## src/rtl/idag_pkg.sv

```systemverilog
package idag_pkg;
  localparam int AW   = 12;
  localparam int DW   = 8;
  localparam int NPTR = 3;
  localparam int IW   = 2;

  typedef enum logic [2:0] {
    SL_PLAIN   = 3'd0,
    SL_POSTINC = 3'd1,
    SL_POSTDEC = 3'd2,
    SL_PREINC  = 3'd3,
    SL_INDEXW  = 3'd4,
    SL_HI      = 3'd5,
    SL_LO      = 3'd6,
    SL_NONE    = 3'd7
  } slot_e;

  typedef struct packed {
    logic          hit;
    logic [IW-1:0] idx;
    slot_e         slot;
  } vdec_t;
endpackage

```

## src/rtl/idag_slot_dec.sv

```systemverilog
module idag_slot_dec
  import idag_pkg::*;
#(
  parameter int A_W    = AW,
  parameter int N_PTR  = NPTR,
  parameter int TOP    = 'hFEF,
  parameter int STRIDE = 8
) (
  input  logic [A_W-1:0] addr,
  output vdec_t          res
);
  localparam int SPAN = 6;

  logic [N_PTR-1:0] in_win;
  logic [2:0]       offs [N_PTR];

  for (genvar n = 0; n < N_PTR; n++) begin : g_win
    localparam logic [A_W-1:0] BASE  = A_W'(TOP - STRIDE * n);
    localparam logic [A_W-1:0] FLOOR = A_W'(TOP - STRIDE * n - SPAN);
    logic [A_W-1:0] diff;
    assign diff      = BASE - addr;
    assign in_win[n] = (addr <= BASE) && (addr >= FLOOR);
    assign offs[n]   = diff[2:0];
  end

  always_comb begin
    res.hit  = 1'b0;
    res.idx  = '0;
    res.slot = SL_NONE;
    for (int n = N_PTR - 1; n >= 0; n--) begin
      if (in_win[n]) begin
        res.hit  = 1'b1;
        res.idx  = IW'(n);
        res.slot = slot_e'(offs[n]);
      end
    end
  end
endmodule

```

## src/rtl/idag_opd_map.sv

```systemverilog
module idag_opd_map
  import idag_pkg::*;
#(
  parameter int A_W = AW,
  parameter int D_W = DW,
  parameter int LIM = 'h5F
) (
  input  logic [D_W-1:0]     opd_addr,
  input  logic               opd_bank,
  input  logic [A_W-D_W-1:0] bank_sel,
  input  logic               ext_mode,
  input  logic [A_W-1:0]     base_ptr,
  output logic [A_W-1:0]     lin_addr
);
  localparam int HW = A_W - D_W;

  logic low_half;
  assign low_half = (opd_addr <= D_W'(LIM));

  always_comb begin
    if (opd_bank)
      lin_addr = {bank_sel, opd_addr};
    else if (low_half && ext_mode)
      lin_addr = base_ptr + {{HW{1'b0}}, opd_addr};
    else if (low_half)
      lin_addr = {{HW{1'b0}}, opd_addr};
    else
      lin_addr = {{HW{1'b1}}, opd_addr};
  end
endmodule

```

## src/rtl/idag_ptr_file.sv

```systemverilog
module idag_ptr_file
  import idag_pkg::*;
#(
  parameter int A_W   = AW,
  parameter int D_W   = DW,
  parameter int N_PTR = NPTR
) (
  input  logic                      clk,
  input  logic                      rst_n,
  input  logic [N_PTR-1:0]          ld_lo,
  input  logic [N_PTR-1:0]          ld_hi,
  input  logic [D_W-1:0]            ld_data,
  input  logic [N_PTR-1:0]          step_en,
  input  logic                      step_dn,
  output logic [N_PTR-1:0][A_W-1:0] ptr_q
);
  localparam int HW = A_W - D_W;

  for (genvar n = 0; n < N_PTR; n++) begin : g_ptr
    logic [A_W-1:0] cur_q;
    logic [A_W-1:0] nxt;
    logic           upd;

    assign upd = ld_lo[n] | ld_hi[n] | step_en[n];

    always_comb begin
      nxt = cur_q;
      if (ld_lo[n]) nxt[D_W-1:0] = ld_data;
      if (ld_hi[n]) nxt[A_W-1:D_W] = ld_data[HW-1:0];
      if (step_en[n]) nxt = step_dn ? cur_q - 1'b1 : cur_q + 1'b1;
    end

    always_ff @(posedge clk or negedge rst_n) begin
      if (!rst_n)   cur_q <= '0;
      else if (upd) cur_q <= nxt;
    end

    assign ptr_q[n] = cur_q;
  end
endmodule

```

## src/rtl/ind_addr_gen.sv

```systemverilog
module ind_addr_gen
  import idag_pkg::*;
#(
  parameter int A_W     = AW,
  parameter int D_W     = DW,
  parameter int N_PTR   = NPTR,
  parameter int EXT_PTR = 2
) (
  input  logic               clk,
  input  logic               rst_n,
  input  logic [D_W-1:0]     opd_addr,
  input  logic               opd_bank,
  input  logic [A_W-D_W-1:0] bank_sel,
  input  logic [D_W-1:0]     w_val,
  input  logic               ext_mode,
  input  logic               rd_stb,
  input  logic               wr_stb,
  input  logic [D_W-1:0]     wr_data,
  output logic [A_W-1:0]     eff_addr,
  output logic               rd_zero,
  output logic               wr_block,
  output logic [D_W-1:0]     ptr_rdata
);
  localparam int HW = A_W - D_W;

  // reset: asynchronous assert, synchronous release
  logic rst_meta_q, rst_sync_n;
  always_ff @(posedge clk or negedge rst_n) begin
    if (!rst_n) begin
      rst_meta_q <= 1'b0;
      rst_sync_n <= 1'b0;
    end else begin
      rst_meta_q <= 1'b1;
      rst_sync_n <= rst_meta_q;
    end
  end

  logic [N_PTR-1:0][A_W-1:0] ptr_q;
  logic [A_W-1:0]            dir_addr;
  vdec_t                     sd, se;
  logic                      ind, nest, reg_hit, reg_write, any_stb, stepping;
  logic [A_W-1:0]            cur_ptr, w_ext;
  logic [N_PTR-1:0]          ld_lo, ld_hi, step_en;
  logic                      step_dn;

  idag_opd_map #(.A_W(A_W), .D_W(D_W)) u_map (
    .opd_addr (opd_addr),
    .opd_bank (opd_bank),
    .bank_sel (bank_sel),
    .ext_mode (ext_mode),
    .base_ptr (ptr_q[EXT_PTR]),
    .lin_addr (dir_addr)
  );

  idag_slot_dec #(.A_W(A_W), .N_PTR(N_PTR)) u_dec_dir (
    .addr (dir_addr),
    .res  (sd)
  );

  assign ind      = sd.hit && (sd.slot <= SL_INDEXW);
  assign cur_ptr  = ptr_q[sd.idx];
  assign w_ext    = {{HW{w_val[D_W-1]}}, w_val};
  assign stepping = (sd.slot == SL_POSTINC) || (sd.slot == SL_POSTDEC) ||
                    (sd.slot == SL_PREINC);

  always_comb begin
    eff_addr = dir_addr;
    if (ind) begin
      unique case (sd.slot)
        SL_PREINC: eff_addr = cur_ptr + 1'b1;
        SL_INDEXW: eff_addr = cur_ptr + w_ext;
        default:   eff_addr = cur_ptr;
      endcase
    end
  end

  idag_slot_dec #(.A_W(A_W), .N_PTR(N_PTR)) u_dec_eff (
    .addr (eff_addr),
    .res  (se)
  );

  assign nest      = ind && se.hit && (se.slot <= SL_INDEXW);
  assign reg_hit   = se.hit && ((se.slot == SL_HI) || (se.slot == SL_LO));
  assign reg_write = wr_stb && reg_hit;
  assign any_stb   = rd_stb || wr_stb;
  assign rd_zero   = rd_stb && nest;
  assign wr_block  = wr_stb && nest;
  assign step_dn   = (sd.slot == SL_POSTDEC);

  always_comb begin
    for (int n = 0; n < N_PTR; n++) begin
      ld_lo[n]   = reg_write && (se.idx == IW'(n)) && (se.slot == SL_LO);
      ld_hi[n]   = reg_write && (se.idx == IW'(n)) && (se.slot == SL_HI);
      step_en[n] = any_stb && ind && stepping && !reg_write &&
                   (sd.idx == IW'(n));
    end
  end

  always_comb begin
    ptr_rdata = '0;
    if (reg_hit) begin
      if (se.slot == SL_HI) ptr_rdata = {{(D_W-HW){1'b0}}, ptr_q[se.idx][A_W-1:D_W]};
      else                  ptr_rdata = ptr_q[se.idx][D_W-1:0];
    end
  end

  idag_ptr_file #(.A_W(A_W), .D_W(D_W), .N_PTR(N_PTR)) u_ptrs (
    .clk     (clk),
    .rst_n   (rst_sync_n),
    .ld_lo   (ld_lo),
    .ld_hi   (ld_hi),
    .ld_data (wr_data),
    .step_en (step_en),
    .step_dn (step_dn),
    .ptr_q   (ptr_q)
  );
endmodule

```

## config.mk

```make
export PLATFORM = sky130hd
export DESIGN_NAME = ind_addr_gen
export DESIGN_NICKNAME = d
export VERILOG_FILES = /design/src/rtl/idag_pkg.sv /design/src/rtl/idag_slot_dec.sv /design/src/rtl/idag_opd_map.sv /design/src/rtl/idag_ptr_file.sv /design/src/rtl/ind_addr_gen.sv
export SDC_FILE = /design/constraint.sdc
export NUM_CORES = 1
export LEC_CHECK = 0
export ABC_CLOCK_PERIOD_IN_PS = 8100
export BUFFER_PORTS_ARGS = -buffer_cell sky130_fd_sc_hd__buf_4
export CORE_UTILIZATION = 59
export DETAILED_ROUTE_END_ITERATION = 7
export PLACE_DENSITY = 0.8
export SLEW_MARGIN = 30
export SYNTH_ARGS = -nofsm -noshare
export SYNTH_HDL_FRONTEND = slang
export SYNTH_SLANG_ARGS = --single-unit
```

## constraint.sdc

```tcl
create_clock -name clk -period 8.1 [get_ports clk]
set_clock_uncertainty 0.1 [all_clocks]
set_input_delay 0.405 -clock clk [delete_from_list [all_inputs] [get_ports clk]]
set_output_delay 0.405 -clock clk [all_outputs]
set_load 0.01 [all_outputs]
```

## After elaboration in Yosys (flattened, before gate mapping)

Cells that the tools add are included.
W data, S select, Z words.

| operators by class | value |
|---|---|
| multiplexer cells | 29 |
| equality and inequality tests | 10 |
| $add $sub $neg | 15 |
| bitwise gates (word level) | 6 |
| reductions and logical operators | 48 |
| $lt $le $gt $ge | 17 |

Operator list:

| operator | number |
|---|---|
| $mux W12 | 12 |
| $ge A12 B12 Y1 const B | 6 |
| $le A12 B12 Y1 const B | 6 |
| $add A12 B1 Y12 const B | 4 |
| $bmux W12 S2 | 2 |
| $mux W8 | 5 |
| $mux W6 | 6 |
| $sub A12 B1 Y12 const B | 3 |
| $logic_and A1 B1 Y1 | 29 |
| $pmux W12 S2 | 1 |
| $sub A3 B3 Y3 const A | 6 |
| $add A12 B12 Y12 | 1 |
| $add A12 B8 Y12 | 1 |
| $mux W4 | 3 |
| $reduce_and A2 Y1 | 6 |
| $reduce_bool A2 Y1 | 6 |
| $eq A3 B3 Y1 const B | 3 |
| $le A8 B7 Y1 const B | 1 |
| $eq A3 B2 Y1 const B | 2 |
| $le A3 B3 Y1 const B | 2 |
| $lt A2 B3 Y1 const B | 2 |
| $or A1 B1 Y1 | 6 |
| $eq A2 B1 Y1 const B | 2 |
| $eq A2 B2 Y1 const B | 2 |
| other kinds (4) | 8 |

| storage, ports and cells | value |
|---|---|
| output and inout port bits | 22 |
| register bits | 38 |

## Depth between registers and ports, before layout

Gate-level depths: netlist of the first run.

| logic depth | value |
|---|---|
| depth after elaboration | 28 |
| mapped depth | 29 |
| gate-level depth less buffers | 26 |

## By module

Synthesis of the first run repeated with hierarchy kept, for this count alone.

| second synthesis, totals | value |
|---|---|
| cell total of the unflattened synthesis | 735 |
| area, all modules | 5641.7 um^2 |

By module, submodules not included:

| module | area an instance (um^2) | cells each | instances |
|---|---|---|---|
| idag_ptr_file | 3246.9 | 368 | 1 |
| ind_addr_gen | 1599.0 | 249 | 1 |
| idag_opd_map | 640.6 | 92 | 1 |
| idag_slot_dec | 77.6 | 13 | 2 |

## Worst setup path after synthesis of the first run

OpenSTA, ideal clock, no wires.

| timing | value |
|---|---|
| path type | input to output |
| from | input opd_addr[0] |
| to | output ptr_rdata[6] |
| path slack | 1.725 ns |
| arrival | 5.870 ns |
| data required time | 7.595 ns |
| buffers on the path | 3 |
| stages on the path | 26 |
| cell sequence | ha_1 inv_1 fa_1 and2b_1 o2111ai_1 a211oi_1 a211oi_1 and4bb_1 buf_4 buf_6 nand2_1 nor2_1 and2_1 inv_1 fa_1 o21ai_0 a211oi_1 o31a_1 o21ai_0 xor2_1 a31oi_1 a21boi_1 nor4_2 buf_2 o21ai_2 a2111oi_2 |

| on the way | value |
|---|---|
| word-level cells in the longest chain between the ends | 23 |
| elaborated cells on any way between the ends | 54 |
| classes of those cells | add/sub (9); order compare (14); eq/ne (4); mux (17); reduce/logical (10) |

RTL lines:

| item | RTL line | text |
|---|---|---|
| start: declaration | ind_addr_gen.sv:11 | `input logic [D_W-1:0] opd_addr,` |
| $le A8 B7 Y1 | idag_opd_map.sv:18 | `assign low_half = (opd_addr <= D_W'(LIM));` |
| $mux W12 or $logic_and A1 B1 Y1 (tied branches) | idag_opd_map.sv:25, idag_opd_map.sv:23 |  |
| $mux W12 | idag_opd_map.sv:23 | `else if (low_half && ext_mode)` |
| $mux W12 * | idag_opd_map.sv:21 | `if (opd_bank)` |
| $le A12 B12 Y1 or $ge A12 B12 Y1 (tied branches) | idag_slot_dec.sv:22 | `assign in_win[n] = (addr <= BASE) && (addr >= FLOOR);` |
| $logic_and A1 B1 Y1 | idag_slot_dec.sv:22 |  |
| $mux W6 (3 in series) | idag_slot_dec.sv:31 | `if (in_win[n]) begin` |
| $bmux W12 S2 | ind_addr_gen.sv:61 | `assign cur_ptr = ptr_q[sd.idx];` |
| [... 4 more ...] | -- |  |
| $le A12 B12 Y1 or $ge A12 B12 Y1 (tied branches) | idag_slot_dec.sv:22 |  |
| $logic_and A1 B1 Y1 | idag_slot_dec.sv:22 |  |
| $mux W6 (2 in series) | idag_slot_dec.sv:31 |  |
| $mux W6 * | idag_slot_dec.sv:31 |  |
| $bmux W12 S2, or another cell as far along | ind_addr_gen.sv:103 | `else ptr_rdata = ptr_q[se.idx][D_W-1:0];` |
| $mux W12 (not written as such) or $logic_or A1 B1 Y1 (tied branches) | ind_addr_gen.sv:103, ind_addr_gen.sv:83 |  |
| $mux W8 or $logic_and A1 B1 Y1 (tied branches) | ind_addr_gen.sv:102, ind_addr_gen.sv:83 |  |
| $mux W8 * | ind_addr_gen.sv:101 | `if (reg_hit) begin` |
| end: declaration | ind_addr_gen.sv:22 | `output logic [D_W-1:0] ptr_rdata` |

Mark *: on every way between the ends. The rest lies on a longest branch, timed or not. The select of a mux whose other input is x is not followed.

## Worst setup path after layout of the first run

| timing | value |
|---|---|
| from | register u_ptrs.g_ptr[2].cur_q[4] |
| to | output ptr_rdata[0] |

| on the way | value |
|---|---|
| word-level cells in the longest chain between the ends | 22 |
| elaborated cells on any way between the ends | 48 |
| classes of those cells | add/sub (6); order compare (13); eq/ne (4); mux (16); reduce/logical (9) |

RTL lines:

| item | RTL line | text |
|---|---|---|
| start: declaration | idag_ptr_file.sv:20 | `logic [A_W-1:0] cur_q;` |
| start signal: assignment | idag_ptr_file.sv:35 | `else if (upd) cur_q <= nxt;` |
| $add A12 B8 Y12 | idag_opd_map.sv:24 | `lin_addr = base_ptr + {{HW{1'b0}}, opd_addr};` |
| $mux W12 | idag_opd_map.sv:23 |  |
| $mux W12 | idag_opd_map.sv:21 |  |
| $le A12 B12 Y1 or $ge A12 B12 Y1 (tied branches) | idag_slot_dec.sv:22 |  |
| $logic_and A1 B1 Y1 | idag_slot_dec.sv:22 |  |
| $mux W6 (3 in series) | idag_slot_dec.sv:31 |  |
| $bmux W12 S2 | ind_addr_gen.sv:61 |  |
| $mux W12 (not written as such) | ind_addr_gen.sv:61 |  |
| [... 3 more ...] | -- |  |
| $le A12 B12 Y1 or $ge A12 B12 Y1 (tied branches) | idag_slot_dec.sv:22 |  |
| $logic_and A1 B1 Y1 | idag_slot_dec.sv:22 |  |
| $mux W6 (2 in series) | idag_slot_dec.sv:31 |  |
| $mux W6 * | idag_slot_dec.sv:31 |  |
| $bmux W12 S2, or another cell as far along | ind_addr_gen.sv:102, ind_addr_gen.sv:103 |  |
| $mux W12 (not written as such) or $logic_or A1 B1 Y1 (tied branches) | ind_addr_gen.sv:103, ind_addr_gen.sv:83 |  |
| $mux W8 or $logic_and A1 B1 Y1 (tied branches) | ind_addr_gen.sv:102, ind_addr_gen.sv:83 |  |
| $mux W8 * | ind_addr_gen.sv:101 |  |

Marked as above.

==> results of run 1 <==
what timing repair did:
| action | in CTS | in global routing |
|---|---|---|
| endpoints found under the hold margin | 2 | 0 |
| endpoints found under the setup margin | 0 | 6 |
| resized for setup | 0 | 3 |
| hold buffers | 1 | 0 |
worst max-delay path: stages, from the launching register on:
cell and delay (ns):
dfrtp_1 0.50, ha_1 0.43, o211ai_1 0.15, o211ai_1 0.41
a2111oi_0 0.19, nor3_1 0.53, nand4bb_1 0.41, o21ai_0 0.37
and2_1 0.17, ha_1 0.16, inv_1 0.05, fa_1 0.40
o21ai_0 0.41, a211oi_1 0.15, o31a_1 0.29, o21ai_0 0.22
xor2_1 0.24, a31oi_1 0.12, a21boi_1 0.19, or4_1 0.70
nor4_1 0.39, a2111oi_2 0.08, a21o_1 0.19, buf_4 0.14
cell type report:
type	count	share of cell area, %
clock inverter	1	0.118
multi-input combinational	602	70.8
clock buffer	6	1.14
tap	129	2.53
timing repair buffer	68	8.05
inverter	42	2.47
sequential	38	14.9
kinds of logic (layout without fill, tap and decap cells):
family                     count (synthesis)  in the layout  share of synthesized area, %
AOI/OAI and AO/OA                        256            256                          31.8
xor gates and xnor gates                  38             38                          5.77
adders and majority gates                 55             55                          12.6
buffers and inverters                     70            117                          5.47
DFF                                       38             38                          16.5
muxes                                     47             47                          8.20
other                                      1              1                        0.0650
and+or+nand+nor                          205            205                          19.6
worst max path at each step:
stage,start,end,slack (ns),cells after the start
final,u_ptrs.g_ptr[2].cur_q[4],ptr_rdata[0],0.41,23
after global routing,u_ptrs.g_ptr[2].cur_q[4],ptr_rdata[0],0.05,23
after CTS,u_ptrs.g_ptr[2].cur_q[4],ptr_rdata[0],0.20,23
after detailed placement,opd_addr[6],ptr_rdata[0],0.53,24
after global placement,u_ptrs.g_ptr[2].cur_q[4],ptr_rdata[0],0.72,23
after floorplan,opd_addr[0],ptr_rdata[6],1.72,26
sequential cells by signal, summed over array words and instances, names as in the netlist:
name / cells
u_ptrs.g_ptr.cur_q: 36
rst_meta_q: 1
rst_sync_n: 1
layout by cell type (no fill, tap or decap), drive strengths merged, types with 5 or more instances in the layout:
cell and instances:
a21oi 70, buf 67, ha 50, nand2 48, mux2i 45, inv 42
nor2 42, o21ai 39, dfrtp 38, xnor2 26, and2 22, o22ai 17
nand3 16, a211oi 16, a21o 15, nor3 13, xor2 12, o211ai 11
o21bai 11, nand4 11, nand2b 9, and3 8, and4 6, a31oi 6
a22oi 6, o221ai 6, clkbuf 6, a2bb2oi 5, nor2b 5, fa 5
a2111oi 5
per-stage QoR:
stage | power, mW | cell area (um^2)
2_1_floorplan | 0.292 | 5770
5_1_grt | 0.491 | 6370
3_3_place_gp | 0.343 | 6270
4_1_cts | 0.470 | 6360
3_5_place_dp | 0.345 | 6270
6_report | 0.473 | 6370
power breakdown:
| part | internal (mW) | total (mW) | leakage (nW) | switching [mW] |
|---|---|---|---|---|
| Combinational | 0.0570 | 0.148 | 2.55 | 0.0913 |
| Sequential | 0.193 | 0.198 | 0.525 | 0.00546 |
| Clock | 0.0591 | 0.126 | 0.0373 | 0.0672 |
per-layer routing:
| layer | wire [um] | track usage, % | vias to the layer above |
|---|---|---|---|
| li1 | - | - | 2783 |
| met1 | 7500 | 47.2 | 2838 |
| met2 | 8600 | 62.4 | 313 |
| met3 | 1630 | 7.49 | 75 |
| met4 | 937 | 20.5 | 0 |
| met5 | 0 | 0 | - |
==> metrics.md, run 1 <==
| Metric | Value |
|---|---|
| Status | finished, final reports clean |
| Top post-synthesis cells by area | dfrtp_1 16%, ha_1 11%, mux2i_1 7.8%, a21oi_1 5.6%, xnor2_1 3.9% |
| PnR worst setup slack | 0.409 ns |
| Core area | 0.00937 mm^2 |
| Post-synth ARST share | 100% |
| Leakage power | 3.11 nW |
| Antenna Cells | 0 |
| Routability cong. | 0.988 |
| I/O Buffers | 55 |
| I/O pin count | 56 |
| Post-DP HPWL | ~15 mm |
| Endpoints failing setup | 0 |
| Final core occ | between 60 and 70% |
| DR WL/cell | approximately 21 um |
| Slew HR | 48.0% |
| H-tree Lvls | 2 |
| Syn Area/Cell | roughly 8.1 um^2 |
| Most common cell in the synthesized netlist | a21oi_1 |
| Max Freq | roughly 0.13 GHz |
| Post-CTS repair timing setup buffer count | 0 |
| Peak supply drop | around 110 uV |
| Mapped cell area | between 0.005 and 0.006 mm^2 |
| RSZ-0062 raised after global routing | false |
| Via/cell ratio | slightly below 7 |
| Crit-path max FO | 10 |
| Setup TNS | 0 ns |
| Clock root cell | clkbuf_8 |
| Worst slew pin tran | approximately 0.8 ns |
| Sequential standard cell area | 951 um^2 |
| Final wirelength | ~19 mm |
| Worst r2r src | u_ptrs.g_ptr[2].cur_q[4] |
| Initial antenna violation count | 0 |
| Register area share after synthesis | 16.5% |
| Max_cap viols | 0 |
| Multi-input gate area | approximately 0.0045 mm^2 |
| Post-synth EDFFs | 0 |
| Detailed Routing Iterations Pass 1 | 5 |
| Post-synth top cells | 65 x a21oi_1, 50 x ha_1, 46 x nand2_1 |
| Capturing point of the worst reg2reg path | u_ptrs.g_ptr[0].cur_q[11] |
| Dpl ws | 0.530 ns |
| Yosys top cell by area | dfrtp_1 |
| Clk Latency, worst-skew pair | 0.29 ns |
| Req. time, crit path | 7.60 ns |
| Pin count of the biggest net entering global routing | 37 |
| First-pass GRT wire length | between 20 and 30 mm |
| Tmin final | roughly 7.7 ns |
| Worst reg-to-reg setup slack | 0.75 ns |
| Initial core utilization | roughly 62% |
| Ratio of cells with drive above 1 in the final layout | 14.8% |
| Pwr dens | about 74 mW/mm^2 |
| Syn nets | 799 |
| Data arrival, critical path | ~7 ns |
| DR DRC count | 0 |
| Die Wd | approximately 100 um |
| Longest Clk Path Bufs | 2 |
| Hold WS | about 0.19 ns |
| Final Hold Vio Count | 0 |
| Total CTS buffers | 5 |
| DIE AREA | 0.0102 mm^2 |
| Critical path class | reg -> out |
| Mapped Cells | 710 |
| Final #Nets | ~850 |
| Crit share post-route | a little over nine tenths |
| Setup crit end kind | output port |
| Final ANT Viol Nets | 0 |
| Fin cells | 886 |
| Count of state elements after synthesis | 38 |
| # fillers | between 800 and 900 |
| Startpoint Class | flip-flop |
| Top cell type's share of synthesized area | roughly 16% |
| Sink count of the clock tree | 38 |
| DP Cell Count | about 900 |
| Synth warnings | 0 |
| FF-to-FF path depth | 22 |
| Top_reg_cell synth | dfrtp_1 |
| Via count | 6009 |
| Hold Path Class | reg -> async |
| Slew Limit Fails | 0 |
| Tot GR Track Use | about two fifths |
| GR Overflow Total | 0 |
| Worst-path clk slew | 0.07 ns |
| Area growth syn-to-layout | 10.5% |
| Vias in the first global route | 5894 |
| Row count | 35 |
| DRT iter0 DRCs | between 300 and 400 |
| Die Span Y | between 100 and 150 um |
| Netlist cell types | 86 |
| TritonCTS clock tree | done |
(Power assumes the default switching activity.)
==> run 2, diff against run 1 <==
==> constraint.sdc (replaced) <==
create_clock -name clk -period 8.1 [get_ports clk]
set_clock_uncertainty 0.1 [all_clocks]
set_input_delay 0.405 -clock clk [delete_from_list [all_inputs] [get_ports clk]]
set_output_delay 0.405 -clock clk [all_outputs]
set_load 0.05 [all_outputs]
==> run 2 against run 1 <==
Against the previous run:
- register-to-register slack lost 0.02 ns
- maximum frequency is 0.30% higher
- clock-buffer cell count unchanged
- cell count up 0.11%
- routed wire length is 2.8% higher
- clock power rose by 61%
- critical path type unchanged
- largest cell class unchanged
- largest power group is now the clock network
==> metrics.md, run 2 (synthesis gave the netlist of run 1 again) <==
| Metric | Value |
|---|---|
| Setup crit end kind | output port |
| Status | finished, final reports clean |
| Clock group share of total power | a little over a third |
| Worst-path clk slew | 0.08 ns |
| Hold Path Class | reg -> async |
| Cell mode on critical path | a211oi_1 |
| Via/cell ratio | 6.82 |
| WP buf/inv | 3 |
| Sink count of the clock tree | 38 |
| Data arrival, critical path | ~7.2 ns |
| GR Overflow Total | 0 |
| Comb pwr share | 29.2% |
| Clk Latency, worst-skew pair | 0.29 ns |
| Endpoints failing setup | 0 |
| Register share of total power | a little over a third |
| Final ANT Viol Nets | 0 |
| Crit-path max FO | 16 |
| DR DRC count | 0 |
| P_sw | between 150 and 200 uW |
| DR WL/cell | between 20 and 25 um |
| Tot GR Track Use | around two fifths |
| Max reg flops | 36 |
| Peak supply drop | roughly 150 uV |
| Pin count of the biggest net entering global routing | 37 |
| Core area | around 0.0094 mm^2 |
| Longest Clk Path Bufs | 2 |
| Detailed Routing Iterations Pass 1 | 6 |
| First-pass GRT wire length | about 30 mm |
| Initial core utilization | between 60% and 70% |
| Max_cap viols | 0 |
| Internal power | 382 uW |
| Routability cong. | about 1.0 |
| I/O pin count | 56 |
| Final Hold Vio Count | 0 |
| Clock root cell | clkbuf_8 |
| Slew Limit Fails | 0 |
| Req. time, crit path | roughly 7.6 ns |
| CP delay by family, top | compound AO/OA/AOI/OAI gates |
| DRT iter0 DRCs | between 600 and 700 |
| Critical path's slowest cell | and4bb_4 |
| Ratio of cells with drive above 1 in the final layout | between 15 and 20% |
| Worst slew pin tran | slightly below 0.9 ns |
| H-tree Lvls | 2 |
| Largest regs | u_ptrs.g_ptr.cur_q x36, rst_meta_q x1, rst_sync_n x1 |
| Post-DP HPWL | about 15 mm |
| Via count | around 6000 |
| Initial antenna violation count | 0 |
| Max Freq | between 0.1 and 0.15 GHz |
| Leakage power | between 3 and 4 nW |
| Tmin final | roughly 7.7 ns |
| I/O Buffers | 55 |
| TritonCTS clock tree | done |
| Area growth syn-to-layout | 11.9% |
| Net Sw Frac | 32.6% |
| Die Span Y | just over 100 um |
| Startpoint Class | flip-flop |
| Max stage delay on crit path | 0.54 ns |
| Commonest non-fill, non-tap cells in the layout | 67 x buf_4, 65 x a21oi_1, 50 x ha_1 |
| Dpl ws | slightly above 0.5 ns |
| Top reg by flops | u_ptrs.g_ptr.cur_q |
| Final wirelength | 19.2 mm |
| Most common cell after layout, fill and taps aside | buf_4 |
| Row count | 35 |
| Vias in the first global route | 6042 |
| Final #Nets | about 850 |
| Hold WS | 0.196 ns |
| PnR worst setup slack | about 0.43 ns |
| Post-CTS repair timing setup buffer count | 0 |
| Critical path class | reg -> out |
| Pwr dens | between 80 and 90 mW/mm^2 |
| DIE AREA | just over 0.01 mm^2 |
| Antenna Cells | 0 |
| Total CTS buffers | 5 |
| Crit share post-route | a little over nine tenths |
| Slew HR | between 40% and 50% |
| Die Wd | 101 um |
## run 2: changes by cell type in the layout (fill, tap and decap cells not counted), sizes merged
| cell | change |
|---|---|
| clkinvlp | -1 |
| bufinv | +2 |
## run 2: per-layer routing
layer	wire length (um)	part of all wire, %	vias to the layer above	track usage [%]
met5	0	0	-	0
met1	7860	41	2880	49.5
met2	9050	47	309	67.1
li1	-	-	2779	-
met3	1530	8.0	77	5.06
met4	747	3.9	0	15.5
## run 2: cell type report
class,instances,area (um^2)
multi-input cells,602,4530
flip-flops and latches,38,951
repair buffers,68,513
fillers,840,2920
well taps,129,161
clock inverters,2,60.1
inverters,42,158
clock buffers,6,82.6
## run 2: stage by stage
step | std cells | TNS (ns) | power (mW) | utilization (%) | area (um^2)
floorplan | 710 | 0 | 0.308 | - | 5770
global placement | 878 | 0 | 0.359 | 66.9 | 6270
detailed placement | 878 | 0 | 0.361 | 66.9 | 6270
CTS | 887 | 0 | 0.563 | 68.6 | 6430
global route | 887 | -0.0205 | 0.587 | 68.9 | 6450
finish | 887 | 0 | 0.567 | 68.9 | 6450
## run 2: path summary, 6_finish.rpt
check	from	endpoint	slack (ns)	cells after the start
worst max-delay path	u_ptrs.g_ptr[2].cur_q[0]	ptr_rdata[6]	0.43	25
worst min-delay path	rst_sync_n	u_ptrs.g_ptr[2].cur_q[6]	0.20	1
worst max register to register	u_ptrs.g_ptr[2].cur_q[0]	u_ptrs.g_ptr[2].cur_q[4]	0.73	24
worst min register to register	rst_sync_n	u_ptrs.g_ptr[2].cur_q[6]	0.20	1
max in group asynchronous	rst_sync_n	u_ptrs.g_ptr[2].cur_q[0]	7.36	1
min in group clk	rst_meta_q	rst_sync_n	0.27	0
## run 2: timing repair
action | CTS | global route
setup endpoints to repair | 0 | 28
gates resized for setup | 0 | 9
hold buffers | 1 | 0
hold endpoints to repair | 2 | 0
## run 2: power groups by stage
stage	Sequential [mW]	Combinational, mW	Clock [mW]
floorplan	0.202	0.106	0
global placement	0.202	0.158	0
CTS	0.198	0.160	0.205
global route	0.198	0.177	0.212
finish	0.198	0.165	0.203
detailed placement	0.202	0.159	0
==> run 3, diff against run 2 <==
--- a/config.mk
+++ b/config.mk
@@ -5,11 +5,11 @@
 export SDC_FILE = /design/constraint.sdc
 export NUM_CORES = 1
 export LEC_CHECK = 0
-export ABC_CLOCK_PERIOD_IN_PS = 8100
+export ABC_CLOCK_PERIOD_IN_PS = 6300
 export BUFFER_PORTS_ARGS = -buffer_cell sky130_fd_sc_hd__buf_4
-export CORE_UTILIZATION = 59
+export CORE_UTILIZATION = 55
 export DETAILED_ROUTE_END_ITERATION = 7
-export PLACE_DENSITY = 0.8
+export PLACE_DENSITY = 0.78
 export SLEW_MARGIN = 30
 export SYNTH_ARGS = -nofsm -noshare
 export SYNTH_HDL_FRONTEND = slang
==> constraint.sdc (replaced) <==
create_clock -name clk -period 6.3 [get_ports clk]
set_clock_uncertainty 0.1 [all_clocks]
set_input_delay 0.315 -clock clk [delete_from_list [all_inputs] [get_ports clk]]
set_output_delay 0.315 -clock clk [all_outputs]
set_load 0.05 [all_outputs]
==> run 3 against run 2 <==
Against the previous run:
- the run now ends with setup timing left
- global-route usage rose by 1.0 points
- sequential cell count stayed put
- via count grew 9.7%
- routed wire length up 14%
- clock power fell by 11%
- largest power group is now combinational logic
- critical path depth is 1 higher
- first-iteration DRC count fell by 6.7%
- sequential share of layout area fell by 3.0 points
==> metrics.md, run 3 (synthesis gave the netlist of run 1 again) <==
| Metric | Value |
|---|---|
| Status | complete, but fails checks |
| Failing checks | setup timing |
| DR DRC count | 0 |
| Sink count of the clock tree | 38 |
| Die Wd | around 100 um |
| Crit-path max FO | 7 |
| Final wirelength | 21.9 mm |
| Max reg flops | 36 |
| Die Span Y | 104 um |
| PnR worst setup slack | -0.321 ns |
| Area growth syn-to-layout | 40.6% |
| Tmin final | approximately 6.6 ns |
| Internal power | approximately 450 uW |
| Data arrival, critical path | around 6.2 ns |
| Core area | around 0.010 mm^2 |
| Largest regs | u_ptrs.g_ptr.cur_q x36, rst_meta_q x1, rst_sync_n x1 |
| DR WL/cell | roughly 21 um |
| Via count | 6630 |
| GR Overflow Total | 0 |
| Critical path depth | 26 |
| Pwr dens | 88.9 mW/mm^2 |
| Slew Limit Fails | 0 |
| Critical path class | reg -> out |
| Clock root cell | clkbuf_8 |
| Initial antenna violation count | 0 |
| H-tree Lvls | 2 |
| P_sw | between 200 and 300 uW |
| Max Freq | about 0.15 GHz |
| I/O pin count | 56 |
| Worst-path clk slew | about 0.070 ns |
| I/O Buffers | 55 |
| Slew HR | 39.6% |
| Comb pwr share | approximately two fifths |
| Routability cong. | roughly 0.98 |
| Startpoint Class | flip-flop |
| Peak supply drop | 145 uV |
| Max_cap viols | 0 |
| Total CTS buffers | 5 |
| Antenna Cells | 0 |
| Crit share post-route | 105% |
| Max stage delay on crit path | 0.50 ns |
| Final ANT Viol Nets | 0 |
| WP buf/inv | 6 |
| Hold WS | a little under 0.2 ns |
| Cell mode on critical path | buf_4 |
| First-pass GRT wire length | between 30 and 40 mm |
| Vias in the first global route | approximately 6600 |
| DRT iter0 DRCs | 599 |
| RSZ-0062 raised after global routing | true |
| Final Hold Vio Count | 0 |
| Clk Latency, worst-skew pair | a little over 0.3 ns |
| Req. time, crit path | approximately 5.9 ns |
| Commonest non-fill, non-tap cells in the layout | 171 x buf_4, 58 x a21oi_1, 43 x mux2i_1 |
| Initial core utilization | 56.4% |
| DIE AREA | about 0.011 mm^2 |
| Hold Path Class | reg -> async |
| DP Cell Count | around 980 |
| Net Sw Frac | 37.0% |
| Post-DP HPWL | ~16 mm |
| CP delay by family, top | compound AO/OA/AOI/OAI gates |
| Row count | 37 |
| Via/cell ratio | about 6.5 |
| Register share of total power | 35.3% |
| Top reg by flops | u_ptrs.g_ptr.cur_q |
| Worst slew pin tran | ~0.9 ns |
| Leakage power | between 3 and 4 nW |
| Critical path's slowest cell | o21ai_0 |
| Endpoints failing setup | 23 |
| FF-to-FF path depth | 29 |
| Most common cell after layout, fill and taps aside | buf_4 |
| Longest Clk Path Bufs | 2 |
| TritonCTS clock tree | done |
| Pin count of the biggest net entering global routing | 37 |
| Tot GR Track Use | approximately 40% |
| Setup crit end kind | output port |
| Detailed Routing Iterations Pass 1 | 5 |
| Fin cells | roughly 1000 |
| Final #Nets | just under 1000 |
| Ratio of cells with drive above 1 in the final layout | 37.2% |
| Clock group share of total power | 25.1% |
[run 3: cell count changes in the layout (fill, tap and decap cells not counted), sizes merged]
cell	previous run	this run
clkinv	0	1
buf	67	193
bufinv	2	0
clkbuf	6	7
[run 3: layer usage]
layer / part of all wire (%) / vias up / GRT usage, %
li1: - / 3042 / -
met2: 47 / 325 / 67.4
met3: 6.3 / 96 / 4.51
met5: 0 / - / 0
met4: 6.1 / 0 / 22.9
met1: 40 / 3167 / 49.3
[run 3: area by class of cell]
class | count | area, um^2
multi-input combinational | 602 | 5160
fill | 713 | 2130
timing repair buffer | 194 | 1570
sequential | 38 | 952
tap | 136 | 170
inverter | 42 | 160
clock buffer | 7 | 86.3
clock inverter | 1 | 5.00
[run 3: path summary, 6_finish.rpt]
path,startpoint,to,slack [ns]
hold / removal,rst_sync_n,u_ptrs.g_ptr[1].cur_q[3],0.20
setup reg to reg,u_ptrs.g_ptr[2].cur_q[5],u_ptrs.g_ptr[2].cur_q[1],-0.19
min in group clk,rst_meta_q,rst_sync_n,0.26
setup / recovery,u_ptrs.g_ptr[2].cur_q[5],ptr_rdata[6],-0.32
max in group asynchronous,rst_sync_n,u_ptrs.g_ptr[2].cur_q[3],5.54
hold reg to reg,rst_sync_n,u_ptrs.g_ptr[1].cur_q[3],0.20
[run 3: per-stage QoR]
step | instance area, um^2 | utilization [%] | setup TNS [ns] | setup WS, ns | power, mW
CTS | 7920 | 77.4 | -0.637 | -0.111 | 0.705
detailed placement | 7040 | 68.8 | -13.18 | -0.410 | 0.493
floorplan | 5840 | - | 0 | 0.0314 | 0.398
global placement | 7040 | 68.8 | -5.65 | -0.257 | 0.489
finish | 8110 | 79.2 | -4.02 | -0.321 | 0.721
global route | 8110 | 79.2 | -10.88 | -0.475 | 0.748
[run 3: power groups by stage]
stage	clock network, mW	registers (mW)	logic (mW)
final	0.181	0.254	0.286
after global routing	0.193	0.254	0.300
after CTS	0.181	0.254	0.270
after detailed placement	0	0.258	0.235
after global placement	0	0.258	0.231
after floorplan	0	0.259	0.139
[run 3: timing repair]
item	in CTS	in global routing
pin swaps	43	8
setup endpoints to repair	46	46
endpoints found under the hold margin	2	0
buffers inserted	32	6
resized for setup	113	29
hold buffers	1	0
